File: src/rtl/sld_pkg.sv
package sld_pkg;
    localparam int DATA_W = 32;
    localparam int ADDR_W = 32;
    localparam int INSN_W = 16;
    localparam int LANES  = DATA_W / 8;
    localparam int OFS_W  = $clog2(LANES);
    localparam int DISP_W = 8;

    typedef enum logic [1:0] {ACC_BYTE, ACC_HALF, ACC_WORD} acc_size_e;

    typedef struct packed {
        logic              legal;
        logic              store;
        logic              sign;
        acc_size_e         size;
        logic [DISP_W-1:0] disp;
    } sld_op_t;

    function automatic logic [LANES-1:0] lane_enables(acc_size_e sz, logic [OFS_W-1:0] ofs);
        logic [LANES-1:0] be;
        case (sz)
            ACC_BYTE: be = LANES'(1) << ofs;
            ACC_HALF: be = LANES'(3) << {ofs[OFS_W-1:1], 1'b0};
            default:  be = '1;
        endcase
        return be;
    endfunction
endpackage

File: src/rtl/sld_decode.sv
module sld_decode
    import sld_pkg::*;
(
    input  logic [INSN_W-1:0] insn,
    output sld_op_t           op
);
    always_comb begin
        op = '0;
        op.size = ACC_BYTE;
        unique casez (insn[10:7])
            4'b0110: begin op.legal = 1'b1; op.sign = 1'b1; op.size = ACC_BYTE;
                           op.disp = {1'b0, insn[6:0]}; end
            4'b0111: begin op.legal = 1'b1; op.store = 1'b1; op.size = ACC_BYTE;
                           op.disp = {1'b0, insn[6:0]}; end
            4'b1000: begin op.legal = 1'b1; op.sign = 1'b1; op.size = ACC_HALF;
                           op.disp = {insn[6:0], 1'b0}; end
            4'b1001: begin op.legal = 1'b1; op.store = 1'b1; op.size = ACC_HALF;
                           op.disp = {insn[6:0], 1'b0}; end
            4'b1010: begin op.legal = 1'b1; op.store = insn[0]; op.size = ACC_WORD;
                           op.disp = {insn[6:1], 2'b00}; end
            4'b0000: begin
                if (insn[6:4] == 3'b110) begin
                    op.legal = 1'b1; op.size = ACC_BYTE;
                    op.disp = {4'b0, insn[3:0]};
                end else if (insn[6:4] == 3'b111) begin
                    op.legal = 1'b1; op.size = ACC_HALF;
                    op.disp = {3'b0, insn[3:0], 1'b0};
                end
            end
            default: op = op;
        endcase
    end
endmodule

File: src/rtl/sld_agen.sv
module sld_agen
    import sld_pkg::*;
(
    input  sld_op_t           op,
    input  logic [ADDR_W-1:0] base,
    input  logic [DATA_W-1:0] src,
    output logic [ADDR_W-1:0] addr,
    output logic [LANES-1:0]  be,
    output logic [DATA_W-1:0] wdata
);
    assign addr = base + ADDR_W'(op.disp);
    assign be   = lane_enables(op.size, addr[OFS_W-1:0]);

    for (genvar g = 0; g < LANES; g++) begin : g_lane
        always_comb begin
            case (op.size)
                ACC_BYTE: wdata[g*8 +: 8] = src[7:0];
                ACC_HALF: wdata[g*8 +: 8] = src[(g % 2)*8 +: 8];
                default:  wdata[g*8 +: 8] = src[g*8 +: 8];
            endcase
        end
    end
endmodule

File: src/rtl/sld_extend.sv
module sld_extend
    import sld_pkg::*;
(
    input  sld_op_t           op,
    input  logic [OFS_W-1:0]  ofs,
    input  logic [DATA_W-1:0] rdata,
    output logic [DATA_W-1:0] result
);
    logic [DATA_W-1:0] b_shift, h_shift;

    assign b_shift = rdata >> {ofs, 3'b000};
    assign h_shift = rdata >> {ofs[OFS_W-1:1], 4'b0000};

    always_comb begin
        case (op.size)
            ACC_BYTE: result = op.sign ? {{(DATA_W-8){b_shift[7]}}, b_shift[7:0]}
                                       : {{(DATA_W-8){1'b0}}, b_shift[7:0]};
            ACC_HALF: result = op.sign ? {{(DATA_W-16){h_shift[15]}}, h_shift[15:0]}
                                       : {{(DATA_W-16){1'b0}}, h_shift[15:0]};
            default:  result = rdata;
        endcase
    end
endmodule

File: src/rtl/sld_unit.sv
module sld_unit
    import sld_pkg::*;
(
    input  logic              clk,
    input  logic              rst,
    input  logic              op_valid,
    input  logic [INSN_W-1:0] op_word,
    input  logic [ADDR_W-1:0] base_ptr,
    input  logic [DATA_W-1:0] st_src,
    output logic              mem_req,
    output logic              mem_we,
    output logic [ADDR_W-1:0] mem_addr,
    output logic [LANES-1:0]  mem_be,
    output logic [DATA_W-1:0] mem_wdata,
    input  logic [DATA_W-1:0] mem_rdata,
    output logic              ld_valid,
    output logic [DATA_W-1:0] ld_data,
    output logic              illegal_op
);
    sld_op_t           op;
    logic [LANES-1:0]  be_raw;
    logic [DATA_W-1:0] ext_val;

    sld_decode u_dec (.insn(op_word), .op(op));

    sld_agen u_agen (
        .op(op), .base(base_ptr), .src(st_src),
        .addr(mem_addr), .be(be_raw), .wdata(mem_wdata)
    );

    sld_extend u_ext (
        .op(op), .ofs(mem_addr[OFS_W-1:0]), .rdata(mem_rdata), .result(ext_val)
    );

    assign mem_req    = op_valid & op.legal;
    assign mem_we     = mem_req & op.store;
    assign mem_be     = mem_req ? be_raw : '0;
    assign illegal_op = op_valid & ~op.legal;

    always_ff @(posedge clk) begin
        if (rst) begin
            ld_valid <= 1'b0;
            ld_data  <= '0;
        end else begin
            ld_valid <= mem_req & ~op.store;
            if (mem_req & ~op.store)
                ld_data <= ext_val;
        end
    end
endmodule

File: config.mk
export PLATFORM = sky130hd
export DESIGN_NAME = sld_unit
export DESIGN_NICKNAME = d
export VERILOG_FILES = /design/src/rtl/sld_pkg.sv /design/src/rtl/sld_decode.sv /design/src/rtl/sld_agen.sv /design/src/rtl/sld_extend.sv /design/src/rtl/sld_unit.sv
export SDC_FILE = /design/constraint.sdc
export NUM_CORES = 1
export LEC_CHECK = 0
export BUFFER_PORTS_ARGS = -buffer_cell sky130_fd_sc_hd__clkbuf_2
export CORE_MARGIN = 4
export CORE_UTILIZATION = 45
export DETAILED_ROUTE_END_ITERATION = 16
export PLACE_DENSITY_LB_ADDON = 0.08
export SLEW_MARGIN = 0
export SYNTH_ARGS = -nofsm -noshare
export SYNTH_HDL_FRONTEND = slang
export SYNTH_SLANG_ARGS = --single-unit
File: constraint.sdc
create_clock -name clk -period 8.6 [get_ports clk]
set_input_delay 1.72 -clock clk [delete_from_list [all_inputs] [get_ports clk]]
set_output_delay 1.72 -clock clk [all_outputs]
set_load 0.05 [all_outputs]
==> results of run 1 <==
cell families after synthesis:
kind of cell    Yosys count
simple gates            177
buf+inv                  51
flops                    33
mux                       9
xor+xnor                 29
compound gates          103
fa+ha+maj                 9
how the worst max path moves through the flow:
| stage | end | depth (start not counted) | slack [ns] |
|---|---|---|---|
| finish | mem_addr[30] | 13 | 1.86 |
| global route | mem_addr[30] | 13 | 1.51 |
| CTS | mem_addr[30] | 13 | 1.85 |
| detailed placement | mem_addr[30] | 13 | 1.86 |
| global placement | mem_addr[30] | 13 | 1.97 |
| floorplan | mem_be[2] | 10 | 1.93 |
per-stage QoR:
stage	hold slack (ns)	worst slack (ns)	cells
CTS	0.4992	1.846	673
detailed placement	0.4868	1.865	665
global route	0.5156	1.509	673
floorplan	0.7026	1.931	411
finish	0.4960	1.857	673
global placement	0.4829	1.975	665
final cells by class:
| cell class | count | area (um^2) |
|---|---|---|
| Timing Repair Buffer | 214 | 1074 |
| Clock buffer | 7 | 86.33 |
| Multi-Input combinational cell | 327 | 2217 |
| Clock inverter | 1 | 30.03 |
| Sequential cell | 33 | 660.6 |
| Tap cell | 80 | 100.1 |
| Inverter | 11 | 41.29 |
| Fill cell | 665 | 2547 |
sequential cells by signal, summed over array words and instances (netlist names):
signal,flops
ld_data,32
ld_valid,1
worst reg2reg max path: stages, from the launching register on:
cell	delay [ns]
dfxtp_1	0.34
nor2_1	0.05
a311oi_1	0.29
where the power goes:
group          switching [mW]  internal (mW)
Combinational           0.232         0.0903
Clock                  0.0549         0.0944
Sequential            0.00582          0.165
cell usage after synthesis (2+ instances only):
cell | count | area, um^2
xor2_1 | 6 | 52.55
o211ai_1 | 6 | 45.04
nor3_1 | 10 | 50.05
a211oi_2 | 9 | 112.6
a22oi_1 | 5 | 37.54
nor2_1 | 43 | 161.4
o21ai_0 | 5 | 25.02
a311oi_1 | 17 | 148.9
buf_1 | 2 | 7.510
a21oi_1 | 13 | 65.06
a22o_1 | 6 | 52.55
nand3_1 | 10 | 50.05
nand4_1 | 6 | 37.54
xnor2_1 | 23 | 201.4
buf_6 | 3 | 33.78
clkbuf_1 | 14 | 52.55
a21o_1 | 7 | 52.55
o2111ai_1 | 4 | 35.03
ha_1 | 8 | 100.1
nand2_1 | 82 | 307.8
dfxtp_1 | 33 | 660.6
buf_4 | 8 | 60.06
and2_1 | 8 | 50.05
mux4_2 | 8 | 180.2
a221oi_1 | 7 | 61.31
and3_1 | 6 | 37.54
nor2_2 | 2 | 12.51
buf_2 | 13 | 65.06
inv_1 | 10 | 37.54
nand3b_1 | 4 | 30.03
a222oi_1 | 11 | 110.1
o21a_1 | 4 | 30.03
o21ai_1 | 3 | 15.01
routing by layer:
layer / wire length, um / up-vias
met5: 0 / -
met4: 223 / 0
met3: 944 / 22
met2: 5469 / 175
met1: 4321 / 1753
li1: - / 1863
==> impl_metrics.toml, run 1 <==
[layout]
fin_util_pct = 62.30
area_growth_pct = 34.61
final_common_cell = "clkbuf_2"
final_area_um2 = 4209
drive_gt1_share_pct = 41.99
final_cell_mix = "clkbuf_2, nand2_1, nor2_1"
final_nets = 716
num_antenna_cells = 0

[yosys]
synthArstFlopShare_pct = 0
synth_compound_area_share_pct = 27.33
synth_nets = 535
synth_cell_type_count = 48
muxShareOfSynthArea_pct = 6.122
yosysSeqAreaShare_pct = 21.13
yosys.area_share.adder_pct = 3.842
yosys_warnings = 0
yosys.area_share.simple_pct = 25.13
syn_area_um2 = 3127
netlist_instances = 411
synth_area_per_cell_um2 = 7.608
synth_edf_count = 0
synth_xor_area_share_pct = 8.123
synth_ff_type = "dfxtp_1"
ys_seq_elements = 33
synth_top_family_by_area = "compound AO/OA/AOI/OAI gates"

[grt]
met1_usage_pct = 30.61
antenna_found_initial = 0
grt_pass1_wl_um = 17390
grt_util_met2_pct = 43.84
grtUsageTotal_pct = 25.10
met3_usage_pct = 5.717
grt_overflow = 0
grt_busiest_layer = "met2"
grt_max_degree = 60
grt_pass1_vias = 3626

[drt]
routed_wl_um = 10960
drt-initial-drc-count = 226
wl_per_cell_um = 16.28
ant_nets = 0
via_count = 3813
drc = 0
dr.pass1.iters = 4
via_per_inst = 5.666

[clock_network]
htree_levels = 2
tritoncts = "built"
cts_resized = 0
cts_buffers = 5
cts_max_path_buffers = 2
post_cts_buffers = 0
root_buffer = "clkbuf_8"
insertion_delay_ns = 0.28
clk_pin_slew_ns = 0.07
cts_hold_buf = 0
cts.sinks = 33

[power_and_ir_drop]
ir_worst_vdd_v = 0.00007417
p_leak_nw = 2.084
pwr_density_cell_nw_per_um2 = 152.6
total_power_mw = 0.6424

[timing]
skew_ns = 0
setup_viol = 0
period_share_pct = 78.41
fin_tns_setup_ns = 0
relSlewSlack_pct = 27.17
rsz0062_at_grt = "no"
period_needed_ns = 6.743
finalMaxSlewViolations = 0
hold_viol_final = 0
tightest_slew_ns = 1.085
fmax_ghz = 0.1483

[job]
maxCapViolCount = 0

[die]
rows = 30
die_h_um = 91.36
coreArea_um2 = 6756
initial_core_util_pct = 46.28
io_pins = 219
die_w_um = 91.36
die_area_um2 = 8346

[setup_path]
critPathArrivalTime_ns = 5.02
timing.rr.start = "ld_data[22]"
cpPeakStageDelay_ns = 0.46
crit_family = "compound AO/OA/AOI/OAI gates"
crit_top_cell = "clkbuf_2"
cp_slowest_cell = "o21a_1"
regToRegSetupSlack_ns = 7.81
worstSetupEndpointType = "output port"
required_ns = 6.88
reg2regPathDepth = 2
crit_start = "op_word[7]"
reg2reg_to = "ld_data[22]"
path_cells = "clkbuf_2 -> nand3b_1 -> nor2_1 -> o21a_1 -> a22o_1 -> fa_1 -> a21o_1 -> a21oi_1 -> o21ai_1 -> and3_1 -> nand4_1 -> xnor2_1 -> clkbuf_2"
crit_path_start_kind = "input pin"
crit_type = "input pin to output port"
critical_path_buf_inv_count = 2
crit_fanout = 13

[placed_design]
gp_congestion = 0.8935
placed_area_um2 = 4093
port_buffers = 213
dp_hpwl_um = 8667

[hold_path]
hold_depth = 2
min_from = "ld_data[26]"
holdPathEnd = "ld_data[26]"
hp-class = "register to register"

[run_status]
status = "finished, final reports clean"
No activity file was read; power rests on OpenSTA's default activity.
==> inputs of run 2 (changes only) <==
--- a/config.mk
+++ b/config.mk
@@ -5,9 +5,10 @@
 export SDC_FILE = /design/constraint.sdc
 export NUM_CORES = 1
 export LEC_CHECK = 0
+export ABC_AREA = 1
 export BUFFER_PORTS_ARGS = -buffer_cell sky130_fd_sc_hd__clkbuf_2
 export CORE_MARGIN = 4
-export CORE_UTILIZATION = 45
+export CORE_UTILIZATION = 42
 export DETAILED_ROUTE_END_ITERATION = 16
 export PLACE_DENSITY_LB_ADDON = 0.08
 export SLEW_MARGIN = 0
==> constraint.sdc (replaced) <==
create_clock -name clk -period 6.13 [get_ports clk]
set_input_delay 1.226 -clock clk [delete_from_list [all_inputs] [get_ports clk]]
set_output_delay 1.226 -clock clk [all_outputs]
set_load 0.05 [all_outputs]
==> run 2 against run 1 <==
Worst setup slack got worse by 1.0 ns; critical path depth decreased by 3; synthesized cell count increased by 91%; count of clock-buffer cells in the layout unchanged; power increased by 47%; utilization decreased by 6.0 points; register-to-register slack got worse by 2.4 ns; worst hold slack improved by 0.022 ns; sequential power increased by 39%; die area increased by 37%; via count increased by 40%; largest cell class unchanged; largest power group unchanged.
==> impl_metrics.toml, run 2 <==
[layout]
seqCellArea_um2 = 660.6
fill_cells = 1103
fin_util_pct = 56.32
final_nets = 1096
biggestRegsByFlops = "ld_data x32, ld_valid x1"
regMostFlops = "ld_data"
drive_gt1_share_pct = 24.97
largest_register_ffs = 32
area_growth_pct = 28.36
num_antenna_cells = 0
final_common_cell = "nand2_1"
final_cells = 1102
multiInputGateArea_um2 = 2856
final_cell_mix = "nand2_1, clkbuf_2, nor2_1"

[grt]
grt_pass1_wl_um = 22550
grt_max_degree = 49
grt_pass1_vias = 4676
grt_overflow = 0
grt_util_met2_pct = 40.29
met3_usage_pct = 4.395
grtUsageTotal_pct = 23.72
antenna_found_initial = 0
met1_usage_pct = 32.39
grt_busiest_layer = "met2"

[power_and_ir_drop]
p_leak_nw = 3.112
pwr_density_cell_nw_per_um2 = 178.6
ir_worst_vdd_v = 0.00009837

[timing]
skew_ns = 0
fin_tns_setup_ns = 0
period_share_pct = 86.33
finalMaxSlewViolations = 0
period_needed_ns = 5.292
tightest_slew_ns = 0.9652
rsz0062_at_grt = "no"
relSlewSlack_pct = 35.58
setup_ws_ns = 0.8380
setup_viol = 0
hold_viol_final = 0
fmax_ghz = 0.1890
holdWs_ns = 0.5181

[placed_design]
dp_hpwl_um = 11410
port_buffers = 213
place_inst = 1094
place_ws_ns = 0.8476
gp_congestion = 0.8570

[yosys]
yosysSeqAreaShare_pct = 16.07
synth_area_leaders = "nand2_1, dfxtp_1, nor2_1"
netlist_instances = 785
ys_top_cells_by_count = "nand2_1, nor2_1, inv_1, nand3_1, dfxtp_1"
synthMostInstantiatedCell = "nand2_1"
yosys_warnings = 0
synth_ff_type = "dfxtp_1"
synthArstFlopShare_pct = 0
muxShareOfSynthArea_pct = 0
synth_compound_area_share_pct = 10.62
synth_area_per_cell_um2 = 5.238
yosys.area_share.adder_pct = 2.921
yosysTopAreaCell = "nand2_1"
synth_top_family_by_area = "simple AND/OR/NAND/NOR gates"
synth_xor_area_share_pct = 3.834
syn_area_um2 = 4111
synth_nets = 909
synth_cell_type_count = 34
ys_seq_elements = 33
yosysTopAreaCellShare_pct = 25.56
synth_edf_count = 0
yosys.area_share.simple_pct = 51.92

[setup_path]
regToRegSetupSlack_ns = 5.42
reg2regPathDepth = 4
timing.rr.start = "ld_data[7]"
reg2reg_to = "ld_data[7]"
crit_fanout = 16
required_ns = 4.90
crit_start = "op_word[10]"
worstSetupEndpointType = "output port"
critPathArrivalTime_ns = 4.07
crit_type = "input pin to output port"
crit_path_start_kind = "input pin"

[drt]
routed_wl_um = 14250
wl_per_cell_um = 12.93
drc = 0
dr.pass1.iters = 5
via_count = 5347
drt-initial-drc-count = 308
ant_nets = 0
via_per_inst = 4.852

[clock_network]
htree_levels = 2
cts_max_path_buffers = 2
clk_pin_slew_ns = 0.07
insertion_delay_ns = 0.28
tritoncts = "built"
cts_buffers = 5
cts.sinks = 33
root_buffer = "clkbuf_8"
cts_hold_buf = 0
cts_resized = 0
post_cts_buffers = 0

[run_status]
status = "finished, final reports clean"

[die]
rows = 35
die_area_um2 = 11440
initial_core_util_pct = 43.87
die_w_um = 106.9
io_pins = 219
die_h_um = 106.9
coreArea_um2 = 9371

[hold_path]
holdPathEnd = "ld_data[22]"
hold_depth = 4
min_from = "ld_data[22]"
hp-class = "register to register"

[job]
maxCapViolCount = 0
==> run 2: final cells by class <==
type                    instances  share of cell area (%)
clock buffers                   7                   1.636
clock inverters                 1                  0.5690
inverters                     101                   7.184
multi-input cells             613                   54.13
flip-flops and latches         33                   12.52
well taps                     129                   3.058
repair buffers                218                   20.91
==> run 2: metal layers <==
layer	vias to the layer above	part of all wire (%)
met5	-	0
met4	0	0.49
met3	6	8.7
met2	220	47
met1	2290	44
li1	2831	-
==> run 2: through the flow <==
stage	total power, mW	cell area (um^2)
5_1_grt	0.9985	5278
3_3_place_gp	0.7312	5161
4_1_cts	0.9456	5278
2_1_floorplan	0.6029	4111
6_report	0.9425	5278
3_5_place_dp	0.7325	5161
==> run 2: power by group <==
part	switching (mW)	internal, mW
combinational	0.366	0.126
clock	0.0815	0.133
sequential	0.00742	0.229
total	0.455	0.488
==> run 2: critical path: stages <==
cell,delay (ns)
clkbuf_2,0.15
inv_2,0.06
nand3_1,0.18
a21boi_0,0.39
nor2_1,0.10
ha_1,0.25
fa_1,0.95
o21ai_0,0.26
a21oi_1,0.19
clkbuf_2,0.30
==> run 2: cells by family (layout without fill, tap and decap cells) <==
| family | after synthesis | in the layout |
|---|---|---|
| AO/OA/AOI/OAI | 75 | 75 |
| XOR/XNOR | 18 | 18 |
| adder cells (fa/ha/maj) | 9 | 9 |
| buffers and inverters | 139 | 327 |
| flip-flops | 33 | 33 |
| AND/OR/NAND/NOR | 511 | 511 |
==> run 2: worst max-delay path by stage <==
stage | end | slack [ns] | depth (start not counted)
after global routing | mem_be[2] | 0.60 | 10
after detailed placement | mem_be[2] | 0.85 | 10
after global placement | mem_be[2] | 0.84 | 10
after floorplan | mem_be[2] | 0.58 | 11
after CTS | mem_be[2] | 0.83 | 10
final | mem_be[2] | 0.84 | 10
==> inputs of run 3 (changes only) <==
--- a/config.mk
+++ b/config.mk
@@ -8,10 +8,11 @@
 export ABC_AREA = 1
 export BUFFER_PORTS_ARGS = -buffer_cell sky130_fd_sc_hd__clkbuf_2
 export CORE_MARGIN = 4
-export CORE_UTILIZATION = 42
+export CORE_UTILIZATION = 45
 export DETAILED_ROUTE_END_ITERATION = 16
 export PLACE_DENSITY_LB_ADDON = 0.08
 export SLEW_MARGIN = 0
 export SYNTH_ARGS = -nofsm -noshare
 export SYNTH_HDL_FRONTEND = slang
+export SYNTH_HIERARCHICAL = 1
 export SYNTH_SLANG_ARGS = --single-unit
==> constraint.sdc (replaced) <==
create_clock -name clk -period 5.1 [get_ports clk]
set_input_delay 1.02 -clock clk [delete_from_list [all_inputs] [get_ports clk]]
set_output_delay 1.02 -clock clk [all_outputs]
set_load 0.05 [all_outputs]
==> run 3 against run 2 <==
Cell area is 6.2% higher; sequential share of layout area is 0.73 points lower; count of clock-buffer cells in the layout stayed put; clock power is 20% higher; routed wire length is 0.72% lower; die area is 1.8% higher; utilization is 1.3 points higher; sequential cell count stayed put; power is 21% higher; register-to-register slack worse by 1.0 ns; largest power group unchanged; highest routed layer unchanged.
==> impl_metrics.toml, run 3 <==
[yosys]
synth_area_leaders = "nand2_1, dfxtp_1, nor2_1"
syn_area_um2 = 4489
yosys_warnings = 6
netlist_instances = 823
synth_cell_type_count = 40
yosysTopAreaCellShare_pct = 26.42
synth_edf_count = 0
synth_ff_type = "dfxtp_1"
ys_top_cells_by_count = "nand2_1, nor2_1, inv_1, nand3_1"
synthArstFlopShare_pct = 0
synth_area_per_cell_um2 = 5.455
yosysSeqAreaShare_pct = 14.72
yosysTopAreaCell = "nand2_1"
synthMostInstantiatedCell = "nand2_1"
synth_nets = 947
ys_seq_elements = 33

[timing]
fin_tns_setup_ns = 0
setup_ws_ns = 0.6358
tightest_slew_ns = 1.014
setup_viol = 0
period_needed_ns = 4.464
skew_ns = 0
relSlewSlack_pct = 32.34
hold_viol_final = 0
finalMaxSlewViolations = 0
period_share_pct = 87.53
fmax_ghz = 0.2240
rsz0062_at_grt = "no"

[clock_network]
clk_pin_slew_ns = 0.07
htree_levels = 2
tritoncts = "built"
cts_buffers = 5
cts_resized = 0
cts_hold_buf = 0
root_buffer = "clkbuf_8"
insertion_delay_ns = 0.28
cts_max_path_buffers = 2
post_cts_buffers = 0
cts.sinks = 33

[drt]
drt-initial-drc-count = 352
via_count = 5394
dr.pass1.iters = 5
via_per_inst = 4.703
wl_per_cell_um = 12.33
ant_nets = 0
drc = 0
routed_wl_um = 14150

[die]
die_h_um = 107.9
die_area_um2 = 11640
rows = 36
coreArea_um2 = 9729
initial_core_util_pct = 46.14
die_w_um = 107.9
io_pins = 219

[setup_path]
crit_path_start_kind = "input pin"
path_cells = "clkbuf_2 -> inv_1 -> nand2_2 -> nor2_4 -> nand3_1 -> o21ai_1 -> ha_1 -> inv_1 -> fa_1 -> nor2_1 -> nor2_1 -> inv_1 -> nand3_1 -> nand2_1 -> nand3_1 -> nand2_1 -> clkbuf_2"
cp_slowest_cell = "fa_1"
required_ns = 4.08
timing.rr.start = "ld_data[19]"
crit_start = "op_word[7]"
critPathArrivalTime_ns = 3.44
worstSetupEndpointType = "output port"
reg2reg_to = "ld_data[19]"
regToRegSetupSlack_ns = 4.42
reg2regPathDepth = 4
cpPeakStageDelay_ns = 0.44
endpoint = "mem_addr[28]"
crit_fanout = 7
crit_type = "input pin to output port"

[layout]
final_cell_mix = "nand2_1, clkbuf_2, nor2_1"
fill_cells = 1059
final_common_cell = "nand2_1"
final_nets = 1137
seqCellArea_um2 = 660.6
area_growth_pct = 24.80
fin_util_pct = 57.59
multiInputGateArea_um2 = 3141
biggestRegsByFlops = "ld_data x32, ld_valid x1"
num_antenna_cells = 0
regMostFlops = "ld_data"
drive_gt1_share_pct = 31.36
largest_register_ffs = 32

[placed_design]
gp_congestion = 0.9189
place_ws_ns = 0.6580
dp_hpwl_um = 11630
port_buffers = 213

[power_and_ir_drop]
internal_power_mw = 0.5939
combPwrFrac_pct = 52.7
swShare_pct = 47.95
total_power_mw = 1.141
p_leak_nw = 3.550
ir_worst_vdd_v = 0.0001446
p_clk_share_pct = 22.5
pwr_density_cell_nw_per_um2 = 203.7
seqPwrFrac_pct = 24.8
p_sw_mw = 0.5471

[grt]
grtUsageTotal_pct = 23.58
grt_pass1_wl_um = 22580
grt_max_degree = 66
antenna_found_initial = 0
grt_pass1_vias = 4840
grt_overflow = 0

[run_status]
status = "finished, final reports clean"

[job]
maxCapViolCount = 0

[hold_path]
hp-class = "register to register"
hold_depth = 4
[run 3: changes by cell type after synthesis, moves of 8 or more]
cell,delta
nor2_1,-16
nand2_1,+36
buf_2,-8
nor3_1,-8
nand2_2,+30
nand3_1,-14
nand3_2,+21
a21oi_1,-16
o22ai_1,-10
o21ai_0,-11
[run 3: cell type report]
| cell class | instances | share of cell area (%) |
|---|---|---|
| repair buffers | 216 | 19.43 |
| well taps | 133 | 2.970 |
| clock inverters | 1 | 0.5360 |
| flip-flops and latches | 33 | 11.79 |
| inverters | 112 | 7.682 |
| clock buffers | 7 | 1.541 |
| multi-input cells | 645 | 56.05 |
[run 3: power groups by stage]
stage,combinational (mW),sequential (mW),clock [mW]
6_report,0.601,0.283,0.257
5_1_grt,0.656,0.285,0.273
4_1_cts,0.604,0.283,0.263
3_5_place_dp,0.601,0.289,0
3_3_place_gp,0.602,0.289,0
2_1_floorplan,0.391,0.349,0
[run 3: critical path: cells and delay by family]
kind                     cells  cell delay (ns)
buffers and inverters        5             0.66
AND/OR/NAND/NOR              9             1.00
AO/OA/AOI/OAI                1             0.09
adder cells (fa/ha/maj)      2             0.66
[run 3: per-stage QoR]
stage               std cells  hold WS, ns  instance area, um^2
global placement         1139       0.5003                 5487
global route             1147       0.5500                 5603
finish                   1147       0.5140                 5603
CTS                      1147       0.5140                 5603
detailed placement       1139       0.5012                 5487
floorplan                 823       0.7259                 4489
[run 3: routing by layer]
layer / vias to the layer above / wire (um) / GRT usage, % / part of all wire (%)
met1: 2278 / 6195 / 31.07 / 44
met5: - / 0 / 0 / 0
li1: 2892 / - / - / -
met4: 0 / 125 / 3.156 / 0.88
met3: 10 / 1292 / 5.219 / 9.1
met2: 214 / 6534 / 40.32 / 46
[run 3: how the worst min path moves through the flow]
stage / slack (ns) / from / endpoint
global route: 0.55 / ld_data[29] / ld_data[29]
detailed placement: 0.50 / ld_data[10] / ld_data[10]
finish: 0.51 / ld_data[27] / ld_data[27]
global placement: 0.50 / ld_data[7] / ld_data[7]
floorplan: 0.73 / ld_data[10] / ld_data[10]
CTS: 0.51 / ld_data[10] / ld_data[10]
[run 3: cells by family after synthesis]
group | after synthesis | share of synthesized area, %
xor+xnor | 14 | 2.731
buf+inv | 145 | 15.44
flops | 33 | 14.72
fa+ha+maj | 9 | 2.676
compound gates | 33 | 4.264
simple gates | 589 | 60.17
